**config.mk**
```make
export PLATFORM = sky130hd
export DESIGN_NAME = parity_frame_aligner
export DESIGN_NICKNAME = d
export VERILOG_FILES = /design/src/rtl/pfa_pkg.sv /design/src/rtl/pfa_lane_window.sv /design/src/rtl/pfa_word_unpack.sv /design/src/rtl/pfa_lock_ctrl.sv /design/src/rtl/parity_frame_aligner.sv
export SDC_FILE = /design/constraint.sdc
export NUM_CORES = 1
export LEC_CHECK = 0
export ABC_AREA = 1
export BUFFER_PORTS_ARGS = -buffer_cell sky130_fd_sc_hd__buf_2
export CORE_MARGIN = 1
export CORE_UTILIZATION = 50
export CTS_BUF_LIST = sky130_fd_sc_hd__clkbuf_4 sky130_fd_sc_hd__clkbuf_8
export DETAILED_ROUTE_END_ITERATION = 8
export GPL_ROUTABILITY_DRIVEN = 0
export GPL_TIMING_DRIVEN = 0
export HOLD_SLACK_MARGIN = 0.03
export PLACE_DENSITY_LB_ADDON = 0.08
export SYNTH_ARGS = -nofsm -noshare
export SYNTH_HDL_FRONTEND = slang
export SYNTH_SLANG_ARGS = --single-unit
export TNS_END_PERCENT = 10
```
**constraint.sdc**
```tcl
create_clock -name clk -period 3.2 [get_ports clk]
set_input_delay 0.16 -clock clk [delete_from_list [all_inputs] [get_ports clk]]
set_output_delay 0.16 -clock clk [all_outputs]
set_load 0.02 [all_outputs]
```
**src/rtl/pfa_pkg.sv**
```systemverilog
// Package: shared parameters and types for the parity frame aligner.
// Assumes the channel words split evenly over the lanes for the last channel.
package pfa_pkg;

    // Lock controller states.
    typedef enum logic {
        ST_HUNT   = 1'b0,
        ST_LOCKED = 1'b1
    } lock_state_t;

    // Bits per frame: one full word per lane plus the shared last word.
    function automatic int frame_bits(input int lanes, input int word_w);
        return (word_w + 1) + (word_w + 1) / lanes;
    endfunction

endpackage

```
**src/rtl/pfa_lane_window.sv**
```systemverilog
// Module: sliding window over one serial lane.
// Holds the previous FRAME_BITS-1 bits and appends the live input, so that the
// window presents a whole frame in the cycle the last bit arrives. Slot k of
// the frame is at index k of 'slots' (slot 0 = oldest bit).
module pfa_lane_window #(
    parameter int FRAME_BITS = 12
) (
    input  logic                  clk,
    input  logic                  rst_n,
    input  logic                  din,
    output logic [FRAME_BITS-1:0] slots
);

    logic [FRAME_BITS-2:0] hist_q;
    logic [FRAME_BITS-1:0] win;

    // Shift history: newest bit enters at index 0.
    always_ff @(posedge clk) begin
        if (!rst_n) hist_q <= '0;
        else        hist_q <= {hist_q[FRAME_BITS-3:0], din};
    end

    // Present the window with the oldest bit at the top.
    assign win = {hist_q, din};

    // Reverse so that index equals slot number.
    for (genvar k = 0; k < FRAME_BITS; k++) begin : g_slot
        assign slots[k] = win[FRAME_BITS-1-k];
    end

endmodule

```
**src/rtl/pfa_word_unpack.sv**
```systemverilog
// Module: rebuilds the channel words from the lane windows and tests parity.
// Assumes the frame slot layout: each lane first carries its own channel word
// and parity, then the last channel is spread SPLIT bits per lane in lane order.
module pfa_word_unpack #(
    parameter int LANES      = 3,
    parameter int WORD_W     = 8,
    parameter int FRAME_BITS = 12
) (
    input  logic [LANES-1:0][FRAME_BITS-1:0] slots,
    output logic [LANES:0][WORD_W-1:0]       data,
    output logic [LANES:0]                   perr
);

    localparam int SPLIT = (WORD_W + 1) / LANES;

    logic [LANES:0] par;

    // Channels carried whole on their own lane.
    for (genvar ch = 0; ch < LANES; ch++) begin : g_direct
        assign data[ch] = slots[ch][WORD_W-1:0];
        assign par[ch]  = slots[ch][WORD_W];
    end

    // Last channel, spread across the lanes in the tail slots.
    for (genvar j = 0; j <= WORD_W; j++) begin : g_split
        localparam int LN = j / SPLIT;
        localparam int SL = WORD_W + 1 + (j % SPLIT);
        if (j < WORD_W) begin : g_bit
            assign data[LANES][j] = slots[LN][SL];
        end else begin : g_par
            assign par[LANES] = slots[LN][SL];
        end
    end

    // Odd parity: an even count of ones flags an error.
    for (genvar ch = 0; ch <= LANES; ch++) begin : g_chk
        assign perr[ch] = ~(^{par[ch], data[ch]});
    end

endmodule

```
**src/rtl/pfa_lock_ctrl.sv**
```systemverilog
// Module: hunt and lock controller.
// Counts consecutive passing frames while hunting and consecutive failing
// frames while locked. Asks for a one-bit slip when the current phase is
// rejected. Assumes 'boundary' is high for one cycle per candidate frame end.
module pfa_lock_ctrl #(
    parameter int LOCK_FRAMES   = 4,
    parameter int UNLOCK_FRAMES = 3
) (
    input  logic clk,
    input  logic rst_n,
    input  logic boundary,
    input  logic frame_ok,
    output logic locked,
    output logic slip
);
    import pfa_pkg::*;

    localparam int GW = $clog2(LOCK_FRAMES + 1);
    localparam int BW = $clog2(UNLOCK_FRAMES + 1);

    lock_state_t     state_q;
    logic [GW-1:0]   good_q;
    logic [BW-1:0]   bad_q;
    logic            lose_now;
    logic            gain_now;

    // Decisions taken at this frame end.
    assign gain_now = boundary && (state_q == ST_HUNT) && frame_ok
                      && (good_q == GW'(LOCK_FRAMES - 1));
    assign lose_now = boundary && (state_q == ST_LOCKED) && !frame_ok
                      && (bad_q == BW'(UNLOCK_FRAMES - 1));
    assign slip     = boundary && !frame_ok && ((state_q == ST_HUNT) || lose_now);
    assign locked   = (state_q == ST_LOCKED);

    // State and run counters update at each frame end.
    always_ff @(posedge clk) begin
        if (!rst_n) begin
            state_q <= ST_HUNT;
            good_q  <= '0;
            bad_q   <= '0;
        end else if (boundary) begin
            if (gain_now) begin
                state_q <= ST_LOCKED;
                good_q  <= '0;
                bad_q   <= '0;
            end else if (lose_now) begin
                state_q <= ST_HUNT;
                good_q  <= '0;
                bad_q   <= '0;
            end else if (state_q == ST_HUNT) begin
                good_q  <= frame_ok ? good_q + 1'b1 : '0;
            end else begin
                bad_q   <= frame_ok ? '0 : bad_q + 1'b1;
            end
        end
    end

endmodule

```
**src/rtl/parity_frame_aligner.sv**
```systemverilog
// Module: top of the parity-aligned frame deserializer.
// Runs on the forwarded bit clock; one lane bit per cycle. Finds the frame
// phase from odd parity alone, then emits samples once per frame while locked.
// Assumes lanes are already synchronous to clk.
module parity_frame_aligner #(
    parameter int LANES         = 3,
    parameter int WORD_W        = 8,
    parameter int LOCK_FRAMES   = 4,
    parameter int UNLOCK_FRAMES = 3,
    parameter int ERR_W         = 16
) (
    input  logic                          clk,
    input  logic                          rst_n,
    input  logic [LANES-1:0]              lane_in,
    output logic                          locked,
    output logic                          sample_valid,
    output logic [(LANES+1)*WORD_W-1:0]   samples,
    output logic [LANES:0]                parity_error,
    output logic [ERR_W-1:0]              err_frames
);
    localparam int CHANNELS   = LANES + 1;
    localparam int FRAME_BITS = pfa_pkg::frame_bits(LANES, WORD_W);
    localparam int CW         = $clog2(FRAME_BITS);
    localparam logic [CW-1:0]    LAST_SLOT = CW'(FRAME_BITS - 1);
    localparam logic [ERR_W-1:0] ERR_MAX   = '1;

    logic [LANES-1:0][FRAME_BITS-1:0] slots;
    logic [CHANNELS-1:0][WORD_W-1:0]  data;
    logic [CHANNELS-1:0]              perr;
    logic [CW-1:0]                    bit_q;
    logic                             boundary;
    logic                             frame_ok;
    logic                             slip;

    // One window per lane.
    for (genvar l = 0; l < LANES; l++) begin : g_lane
        pfa_lane_window #(.FRAME_BITS(FRAME_BITS)) i_win (
            .clk   (clk),
            .rst_n (rst_n),
            .din   (lane_in[l]),
            .slots (slots[l])
        );
    end

    pfa_word_unpack #(
        .LANES(LANES), .WORD_W(WORD_W), .FRAME_BITS(FRAME_BITS)
    ) i_unpack (
        .slots (slots),
        .data  (data),
        .perr  (perr)
    );

    assign boundary = (bit_q == LAST_SLOT);
    assign frame_ok = ~|perr;

    pfa_lock_ctrl #(
        .LOCK_FRAMES(LOCK_FRAMES), .UNLOCK_FRAMES(UNLOCK_FRAMES)
    ) i_lock (
        .clk      (clk),
        .rst_n    (rst_n),
        .boundary (boundary),
        .frame_ok (frame_ok),
        .locked   (locked),
        .slip     (slip)
    );

    // Bit position counter; a slip holds it on the last slot for one more bit.
    always_ff @(posedge clk) begin
        if (!rst_n)        bit_q <= '0;
        else if (boundary) bit_q <= slip ? LAST_SLOT : '0;
        else               bit_q <= bit_q + 1'b1;
    end

    // Sample output registers and strobe, active only while locked.
    always_ff @(posedge clk) begin
        if (!rst_n) begin
            sample_valid <= 1'b0;
            samples      <= '0;
            parity_error <= '0;
        end else begin
            sample_valid <= boundary && locked;
            if (boundary && locked) begin
                samples      <= data;
                parity_error <= perr;
            end
        end
    end

    // Saturating count of failing frames seen while locked.
    always_ff @(posedge clk) begin
        if (!rst_n)
            err_frames <= '0;
        else if (boundary && locked && !frame_ok && err_frames != ERR_MAX)
            err_frames <= err_frames + 1'b1;
    end

endmodule

```
### Word-level counts from Yosys, hierarchy flattened

Index checks and enable logic that the tools add are counted.

| storage, ports and cells | value |
|---|---|
| logic and storage cells | 58 |
| input port bits | 5 |
| ROM bits | 0 |
| output and inout port bits | 54 |
| memories | 0 |
| flip-flop bits (word level) | 96 |
| bits in latches | 0 |
| RAM bits | 0 |

| cells by class | value |
|---|---|
| muxes and demuxes | 12 |
| multiply operators | 0 |
| bitwise logic cells | 5 |
| add/subtract/negate cells | 4 |
| divide/modulo/power cells | 0 |
| magnitude comparators | 0 |
| shift-type cells | 0 |
| reductions and logical operators | 21 |
| equality and inequality tests | 5 |

Operators by type and width:

| operator | number |
|---|---|
| XOR reduction 9 bit | 4 |
| adder 16 x 1 -> 16 bit (second input constant) | 1 |
| inequality test 16 bit (second input constant) | 1 |
| two-way mux 3 bit | 4 |
| logical AND 1 bit | 9 |
| two-way mux 2 bit | 4 |
| two-way mux 4 bit | 2 |
| AND reduction 2 bit | 3 |
| inverter 1 bit | 5 |
| adder 4 x 1 -> 4 bit (second input constant) | 1 |
| equality test 4 bit (second input constant) | 1 |
| OR reduction 4 bit | 1 |
| adder 3 x 1 -> 3 bit (second input constant) | 1 |
| equality test 3 x 2 -> 1 bit (second input constant) | 1 |
| inequality test 3 bit (second input constant) | 1 |
| nonzero test 3 bit | 1 |
| adder 2 x 1 -> 2 bit (second input constant) | 1 |
| equality test 2 bit (second input constant) | 1 |
| two-way mux 1 bit | 2 |
| nonzero test 2 bit | 1 |
| logical NOT 1 bit | 1 |
| logical OR 1 bit | 1 |

### Depth between registers and ports, before layout

Gate-level depths: netlist of the first run.

| depth | value |
|---|---|
| depth after elaboration | 9 |
| gate-level depth with buffers | 16 |
| mapped depth without buffers | 16 |

### Cells and area by module

From an unflattened synthesis of the first run, not the netlist that was laid out.

| second synthesis, totals | value |
|---|---|
| cells, all modules | 650 |
| area total of the unflattened synthesis | 4,521.8 µm² |

By module, submodules not included:

| module | seq. area each (µm²) | area an instance (µm²) | times used | cells each |
|---|---|---|---|---|
| parity_frame_aligner | 1,141.1 | 2,413.6 | 1 | 339 |
| pfa_lane_window | 220.2 | 321.6 | 3 | 35 |
| pfa_word_unpack | 0.0 | 755.7 | 1 | 144 |
| pfa_lock_ctrl | 120.1 | 387.9 | 1 | 62 |

### Worst setup path before layout of the first run

No wires, ideal clock.

| timing | value |
|---|---|
| path kind | register to register |
| from | register err_frames[1] |
| to | register err_frames[9] |
| clock period less this slack | 1,763 ps |
| setup slack | 1,437 ps |
| setup time | 118 ps |
| stages on the path, launching flop included | 11 |
| data required time | 3,082 ps |
| arrival time | 1,645 ps |
| cells stage by stage | dfxtp_1 ha_1 inv_1 nor3_2 nand2_1 or2_1 nand3_1 buf_4 o21ai_1 nand2_1 nor2_1 |

| between the ends | value |
|---|---|
| word-level cells in the longest chain between the ends | 2 |

RTL lines:

| item | RTL line | RTL |
|---|---|---|
| start: declaration | parity_frame_aligner.sv:19 | `output logic [ERR_W-1:0] err_frames` |
| start signal: assignment | parity_frame_aligner.sv:94 | `err_frames <= err_frames + 1'b1;` |
| parallel branches: the longest is 2 deep, another holds adder 16 x 1 -> 16 bit | - |  |

Parallel ways; which one is timed is not known.
A chain may end at the register's enable or synchronous reset.

### Worst setup path after layout of the first run

| timing | value |
|---|---|
| from | register bit_q[0] |
| to | register samples[3] |

| between the ends | value |
|---|---|
| word-level cells in the longest chain between the ends | 2 |

RTL lines:

| item | RTL line | RTL |
|---|---|---|
| start: declaration | parity_frame_aligner.sv:30 | `logic [CW-1:0] bit_q;` |
| start signal: assignment | parity_frame_aligner.sv:70 | `else if (boundary) bit_q <= slip ? LAST_SLOT : '0;` |
| start signal: assignment | parity_frame_aligner.sv:71 | `else bit_q <= bit_q + 1'b1;` |
| equality test 4 bit | parity_frame_aligner.sv:53 | `assign boundary = (bit_q == LAST_SLOT);` |
| logical AND 1 bit | parity_frame_aligner.sv:82 | `if (boundary && locked) begin` |
| end signal: assignment | parity_frame_aligner.sv:83 | `samples <= data;` |
| end: declaration | parity_frame_aligner.sv:17 | `output logic [(LANES+1)*WORD_W-1:0] samples,` |

Every way passes these cells.

==> results of run 1 <==
synthesized netlist by cell type:
library cell	n	area, um2
buf_2	3	15.01
nand4_1	18	112.6
nor3_2	1	10.01
ha_1	5	62.56
nand3_1	24	120.1
or2_1	2	12.51
clkbuf_1	17	63.81
o21ai_1	3	15.01
nand2_1	154	578.1
o21ai_0	38	190.2
buf_4	2	15.01
dfxtp_1	96	1922
a21oi_1	39	195.2
nor3_1	8	40.04
xor2_1	15	131.4
o21bai_1	4	30.03
nor4_1	2	12.51
inv_1	97	364.1
nand3_2	1	10.01
nor2_2	3	18.77
xnor2_1	3	26.28
nand2_2	1	6.260
nand3b_1	1	7.510
nor2_1	50	187.7
inv_2	5	18.77
or2_2	2	12.51
power by group through the flow:
stage / Combinational (W) / Sequential, W / Clock (W)
2_1_floorplan: 0.0000522 / 0.00124 / 0
3_3_place_gp: 0.0000711 / 0.00124 / 0
3_5_place_dp: 0.0000736 / 0.00124 / 0
4_1_cts: 0.0000756 / 0.00121 / 0.000819
5_1_grt: 0.0000854 / 0.00121 / 0.000870
6_report: 0.0000747 / 0.00121 / 0.000798
critical path, cell delays in order, from the launching register on:
cell and delay, ns:
dfxtp_1 0.36, ha_1 0.17, nand2_1 0.07, nor2_1 0.20, inv_1 0.10, nor2_2 0.35, clkbuf_1 0.44, buf_2 0.33
a21oi_1 0.10
worst max path at each step:
| stage | slack (ns) | depth (start not counted) | end |
|---|---|---|---|
| global placement | 1.05 | 8 | samples[10] |
| detailed placement | 1.0 | 8 | samples[10] |
| global route | 0.78 | 8 | samples[1] |
| CTS | 0.97 | 8 | samples[16] |
| finish | 0.98 | 8 | samples[3] |
| floorplan | 1.44 | 10 | err_frames[9] |
registers in the layout, indices dropped and copies added, names as in the netlist:
name,cells
samples,32
i_lock.locked,1
sample_valid,1
i_lock.good_q,3
i_lock.bad_q,2
g_lane.i_win.hist_q,33
bit_q,4
parity_error,4
err_frames,16
cells by family after synthesis:
logic type	synth area share [%]
AND/OR/NAND/NOR	27.01
XOR/XNOR	3.774
AO/OA/AOI/OAI	10.30
buffers and inverters	11.41
adder cells (fa/ha/maj)	1.497
flip-flops	46.00
through the flow:
step,cell area [um2],hold WS (ns)
detailed placement,4591,0.3765
CTS,4810,0.03453
global route,4810,0.05766
floorplan,4178,0.2535
finish,4810,0.05530
global placement,4591,0.3775
cell type report:
type | instances | area, um2 | share of cell area (%)
Sequential cell | 96 | 1922 | 39.96
Tap cell | 102 | 127.6 | 2.653
Clock buffer | 10 | 131.4 | 2.732
Inverter | 102 | 382.9 | 7.960
Clock inverter | 6 | 67.56 | 1.405
Buffer | 22 | 93.84 | 1.951
Timing Repair Buffer | 59 | 305.3 | 6.348
Multi-Input combinational cell | 374 | 1779 | 36.99
metal layers:
metal,wire length (um),part of all wire [%]
met5,0,0
met4,190,2.0
met1,4316,46
met3,359,3.8
met2,4521,48
==> flow_summary_export.csv, run 1 <==
group,metric,value,unit
outcome,outcome,"completed",
routing,routed_wl,9388,um
sta,hold_violations,0,
global_routing,gr-usage-met3,3.577,%
place,port_buffers,57,
floorplanning,die-area,0.008725,mm2
pwr,power_frac_comb,3.6,%
clocking,cts-root-buf,"clkbuf_8",
clocking,postCtsSetupRepairBufs,0,
setup_path,reg2reg_depth,8,
sta,setup_slack,0.9804,ns
setup_path,r2r-end,"samples[3]",
global_routing,grt_pass1_wl,15810,um
sta,setup_violations,0,
sta,slew_viol_final,0,
clocking,clock_path_buffers,2,
sta,fin_crit,2.220,ns
final_layout,final_cell_mix,"nand2_1, inv_1, dfxtp_1, buf_2, nor2_1",
floorplanning,die_y,93.41,um
sta,rsz0062_at_grt,"false",
routing,drtIter0Drc,155,
routing,ant_nets,0,
yosys,syn_nets,604,
pwr,p_total,0.002083,W
global_routing,grtUsageMet1,28.54,%
final_layout,layoutNonFillerInstCount,771,
final_layout,layout.nets,674,
floorplanning,core_area,0.007888,mm2
global_routing,antenna_found_initial,0,
pwr,netSwitchingFraction,23.18,%
floorplanning,fp-row-count,32,
place,hpwl,6924,um
job,cap_violations,0,
hold_path,hold_path_depth,3,
hold_path,hold_path_class,"primary input to flop",
floorplanning,initial_core_util,52.97,%
yosys,yosys_warnings,0,
pwr,p_sw,0.0004827,W
clocking,clk_latency,0.35,ns
final_layout,area_growth,15.12,%
final_layout,diodes,0,
routing,dr.pass1.iters,5,
setup_path,setup.worst_path.class,"flop to flop",
routing,drc,0,
final_layout,n_fill_cell,763,
hold_path,hold-path-endpoint,"g_lane[1].i_win.hist_q[0]",
routing,routedWlPerCell,12.18,um
sta,tightest_slew,0.7233,ns
yosys,synth_cells,594,
pwr,p_int,0.001600,W
final_layout,drive_gt1_share,13.60,%
place,dp_cells,753,
yosys,yosysSeqAreaShare,46.00,%
setup_path,arrival,2.46,ns
sta,relSlewSlack,51.34,%
global_routing,grt_remaining_overflow,0,
global_routing,grt_start_max_net_pins,17,
setup_path,r2r_slack,0.98,ns
routing,dr_total_vias,3817,
sta,fmaxAchievable,450.5,MHz
final_layout,layout_commonest_cell,"nand2_1",
global_routing,grt.busiest_layer,"met2",
pwr,power.clock.fraction,38.3,%
clocking,cts_buffers,9,
yosys,synthesis.area,0.004178,mm2
setup_path,timing.rr.start,"bit_q[0]",
place,pre_cts_ws,0.9985,ns
sta,final.setup_skew,0.01102,ns
clocking,cts-resized-gates,0,
floorplanning,die_w,93.41,um
clocking,htree_levels,3,
yosys,synth_cell_types,26,
routing,avgViaCountPerCell,4.951,
global_routing,met2_usage,40.01,%
yosys,synth_seq_cells,96,
final_layout,final_util,60.98,%
pwr,power_frac_seq,58.1,%
sta,setup_tns,0,ns
global_routing,track_usage,23.07,%
setup_path,startpoint,"bit_q[0]",
floorplanning,io_pins,59,
clocking,clk_pin_slew,0.10,ns
global_routing,grt_pass1_vias,3511,
setup_path,end_kind,"flop",
clocking,ctsHoldBuffers,2,
setup_path,critical_path_required,3.44,ns
pwr,peakVddDrop,327.8,uV
clocking,cts_tree,"built",
setup_path,worstSetupStartpointType,"flop",
pwr,power.leakage,2.468,nW
clocking,clock-sinks,96,
yosys,syn_area_per_cell,7.033,um2
pwr,power_density,433.0,mW/mm2
hold_path,hp-start,"lane_in[1]",
setup_path,worst-path-max-fanout,10,
sta,layout_worst_path_cycle_share,69.36,%
Note: power is estimated with default switching activity, not from simulation.
==> run 2, diff against run 1 <==
ABC_AREA = 0   (was 1)
clock period = 2.12 ns   (was 3.2 ns; I/O delays follow)
==> run 2 against run 1 <==
The flow now finishes with violations (negative setup slack); first-iteration DRC count down 53%; global-route usage shrank 0.93 points; sequential power grew 51%; cell count decreased by 23%; routed wire length is 12% lower; count of clock-buffer cells in the layout did not move; hold slack better by 0.13 ns; largest power group unchanged.
==> flow_summary_export.csv, run 2 <==
group,metric,value,unit
final_layout,final_area,0.004770,mm2
sta,layout_worst_path_cycle_share,102.7,%
floorplanning,die_y,89.39,um
setup_path,crit_top_cell,"xnor2_2",
sta,fmaxAchievable,459.3,MHz
hold_path,hold-path-endpoint,"err_frames[7]",
yosys,yosysTopAreaCell,"dfxtp_1",
setup_path,reg2reg_depth,7,
sta,setup_slack,-0.05732,ns
hold_path,hp-start,"rst_n",
global_routing,grt_pass1_vias,2801,
sta,slew_viol_final,0,
hold_path,hold_path_depth,3,
place,hpwl,5569,um
floorplanning,core_area,0.007331,mm2
routing,drc,0,
global_routing,track_usage,22.14,%
sta,final.setup_skew,0.01076,ns
global_routing,antenna_found_initial,0,
yosys,synthArstFlopShare,0,%
pwr,p_total,0.003354,W
setup_path,arrival,2.47,ns
sta,setup_violations,10,
sta,hold_violations,0,
setup_path,critical_path_required,2.42,ns
yosys,synthesis.area,0.003819,mm2
routing,ant_nets,0,
yosys,synth_cell_types,41,
pwr,power_density,703.3,mW/mm2
setup_path,worst-path-max-fanout,5,
hold_path,hold_path_class,"primary input to flop",
outcome,outcome,"complete, but fails checks",
final_layout,layout_commonest_cell,"dfxtp_1",
clocking,cts_tree,"built",
sta,rsz0062_at_grt,"true",
setup_path,slowest_delay,0.47,ns
setup_path,r2r_slack,-0.06,ns
routing,avgViaCountPerCell,5.169,
sta,fin_crit,2.177,ns
final_layout,top_regs,"g_lane.i_win.hist_q x33, samples x32, err_frames x16",
floorplanning,die-area,0.007991,mm2
floorplanning,fp-row-count,31,
yosys,yosysSeqAreaShare,50.33,%
setup_path,worstSetupStartpointType,"flop",
yosys,yosys.area.top_type_share,50.33,%
yosys,yosys_warnings,0,
yosys,synth_area_leaders,"dfxtp_1, nand2_1, and2_1",
pwr,power.leakage,1.896,nW
floorplanning,initial_core_util,52.09,%
yosys,synth_edf_count,0,
setup_path,r2r-end,"err_frames[7]",
setup_path,setup.worst_path.class,"flop to flop",
yosys,synth_ff_type,"dfxtp_1",
yosys,syn_area_per_cell,9.291,um2
final_layout,area_growth,24.90,%
routing,dr.pass1.iters,4,
pwr,peakVddDrop,372.3,uV
final_layout,layout.nets,499,
routing,routedWlPerCell,13.87,um
job,cap_violations,0,
clocking,htree_levels,3,
final_layout,drive_gt1_share,24.09,%
routing,drtIter0Drc,73,
final_layout,final_cell_mix,"dfxtp_1, nand2_1, buf_2, a21oi_1, and2_1",
clocking,clock-sinks,96,
global_routing,grt_remaining_overflow,0,
clocking,cts-root-buf,"clkbuf_8",
floorplanning,io_pins,59,
final_layout,largest_reg_flops,33,
sta,fin_hold_ws,0.1895,ns
sta,setup_tns,-0.2633,ns
yosys,syn_nets,421,
place,place_area,0.004228,mm2
setup_path,end_kind,"flop",
place,port_buffers,57,
sta,relSlewSlack,51.72,%
global_routing,grt_start_max_net_pins,18,
floorplanning,die_w,89.39,um
clocking,clk_latency,0.36,ns
outcome,violations,"negative setup slack",
clocking,cts_buffers,9,
clocking,clock_path_buffers,2,
setup_path,path_cells,"xnor2_2 > xnor3_1 > xnor2_2 > a41o_4 > buf_12 > nor4_4 > mux2i_1",
routing,routed_wl,8226,um
yosys,synth_cells,411,
clocking,clk_pin_slew,0.10,ns
yosys,synth_seq_cells,96,
setup_path,slowest_stage,"xnor3_1",
routing,dr_total_vias,3065,
final_layout,diodes,0,
yosys,yosysMostFrequentCell,"dfxtp_1",
final_layout,top_register,"g_lane.i_win.hist_q",
setup_path,timing.rr.start,"g_lane[1].i_win.hist_q[0]",
global_routing,grt_pass1_wl,13280,um
yosys,synth_common_cells,"dfxtp_1, nand2_1, a21oi_1, and2_1, clkbuf_1",
sta,tightest_slew,0.7222,ns
==> run 2: how the worst max path moves through the flow <==
| stage | start | cells after the start | slack [ns] | to |
|---|---|---|---|---|
| after floorplan | g_lane[2].i_win.hist_q[7] | 7 | 0.05 | err_frames[6] |
| after global placement | bit_q[0] | 8 | -0.37 | err_frames[8] |
| after detailed placement | bit_q[0] | 8 | -0.44 | err_frames[2] |
| after CTS | g_lane[2].i_win.hist_q[4] | 6 | -0.06 | err_frames[10] |
| after global routing | g_lane[1].i_win.hist_q[0] | 7 | -0.15 | err_frames[5] |
| final | g_lane[1].i_win.hist_q[0] | 7 | -0.06 | err_frames[7] |
==> run 2: routing by layer <==
layer / vias up / global-route usage [%] / routed length, um
li1: 1544 / - / -
met1: 1430 / 29.83 / 3990
met2: 77 / 34.84 / 3760
met3: 14 / 3.416 / 313
met4: 0 / 10.68 / 161
met5: - / 0 / 0
==> run 2: cell families after synthesis <==
family          synth area share (%)
simple gates                   24.25
mux                            2.883
fa+ha+maj                      1.638
buf+inv                        2.982
compound gates                 9.830
xor+xnor                       8.093
flops                          50.33
==> run 2: metrics by stage <==
stage,instances,utilization (%),setup slack (ns)
after floorplan,411,-,0.05371
after global placement,567,57.67,-0.3679
after detailed placement,567,57.67,-0.4382
after CTS,592,64.31,-0.05642
after global routing,593,65.06,-0.1507
final,593,65.06,-0.05732
==> run 2: cell type report <==
| class | instances | area (um2) |
|---|---|---|
| buffer | 25 | 127.6 |
| fill | 610 | 2561 |
| multi-input combinational | 287 | 1964 |
| tap | 99 | 123.9 |
| clock buffer | 10 | 131.4 |
| sequential | 96 | 1929 |
| clock inverter | 6 | 97.59 |
| timing repair buffer | 66 | 380.4 |
| inverter | 4 | 15.01 |
==> run 2: report_power, final <==
group	internal, W	total, W	switching, W
logic	0.0000703	0.000157	0.0000866
clock network	0.000697	0.00137	0.000672
registers	0.00182	0.00183	0.0000116
==> run 2: critical path: cells and delay by family, from the launching register on <==
| family | cells | cell delay (ns) |
|---|---|---|
| muxes | 1 | 0.21 |
| DFF | 1 | 0.35 |
| and+or+nand+nor | 1 | 0.26 |
| xor gates and xnor gates | 3 | 0.79 |
| AOI/OAI and AO/OA | 1 | 0.35 |
| buffers and inverters | 1 | 0.15 |
==> run 2: repair_timing <==
action	in CTS	in global routing
hold buffers	3	0
gates resized for setup	35	19
setup endpoints to repair	21	53
hold endpoints to repair	5	0
setup buffers	4	1
cloned	2	0
pin swaps	23	5
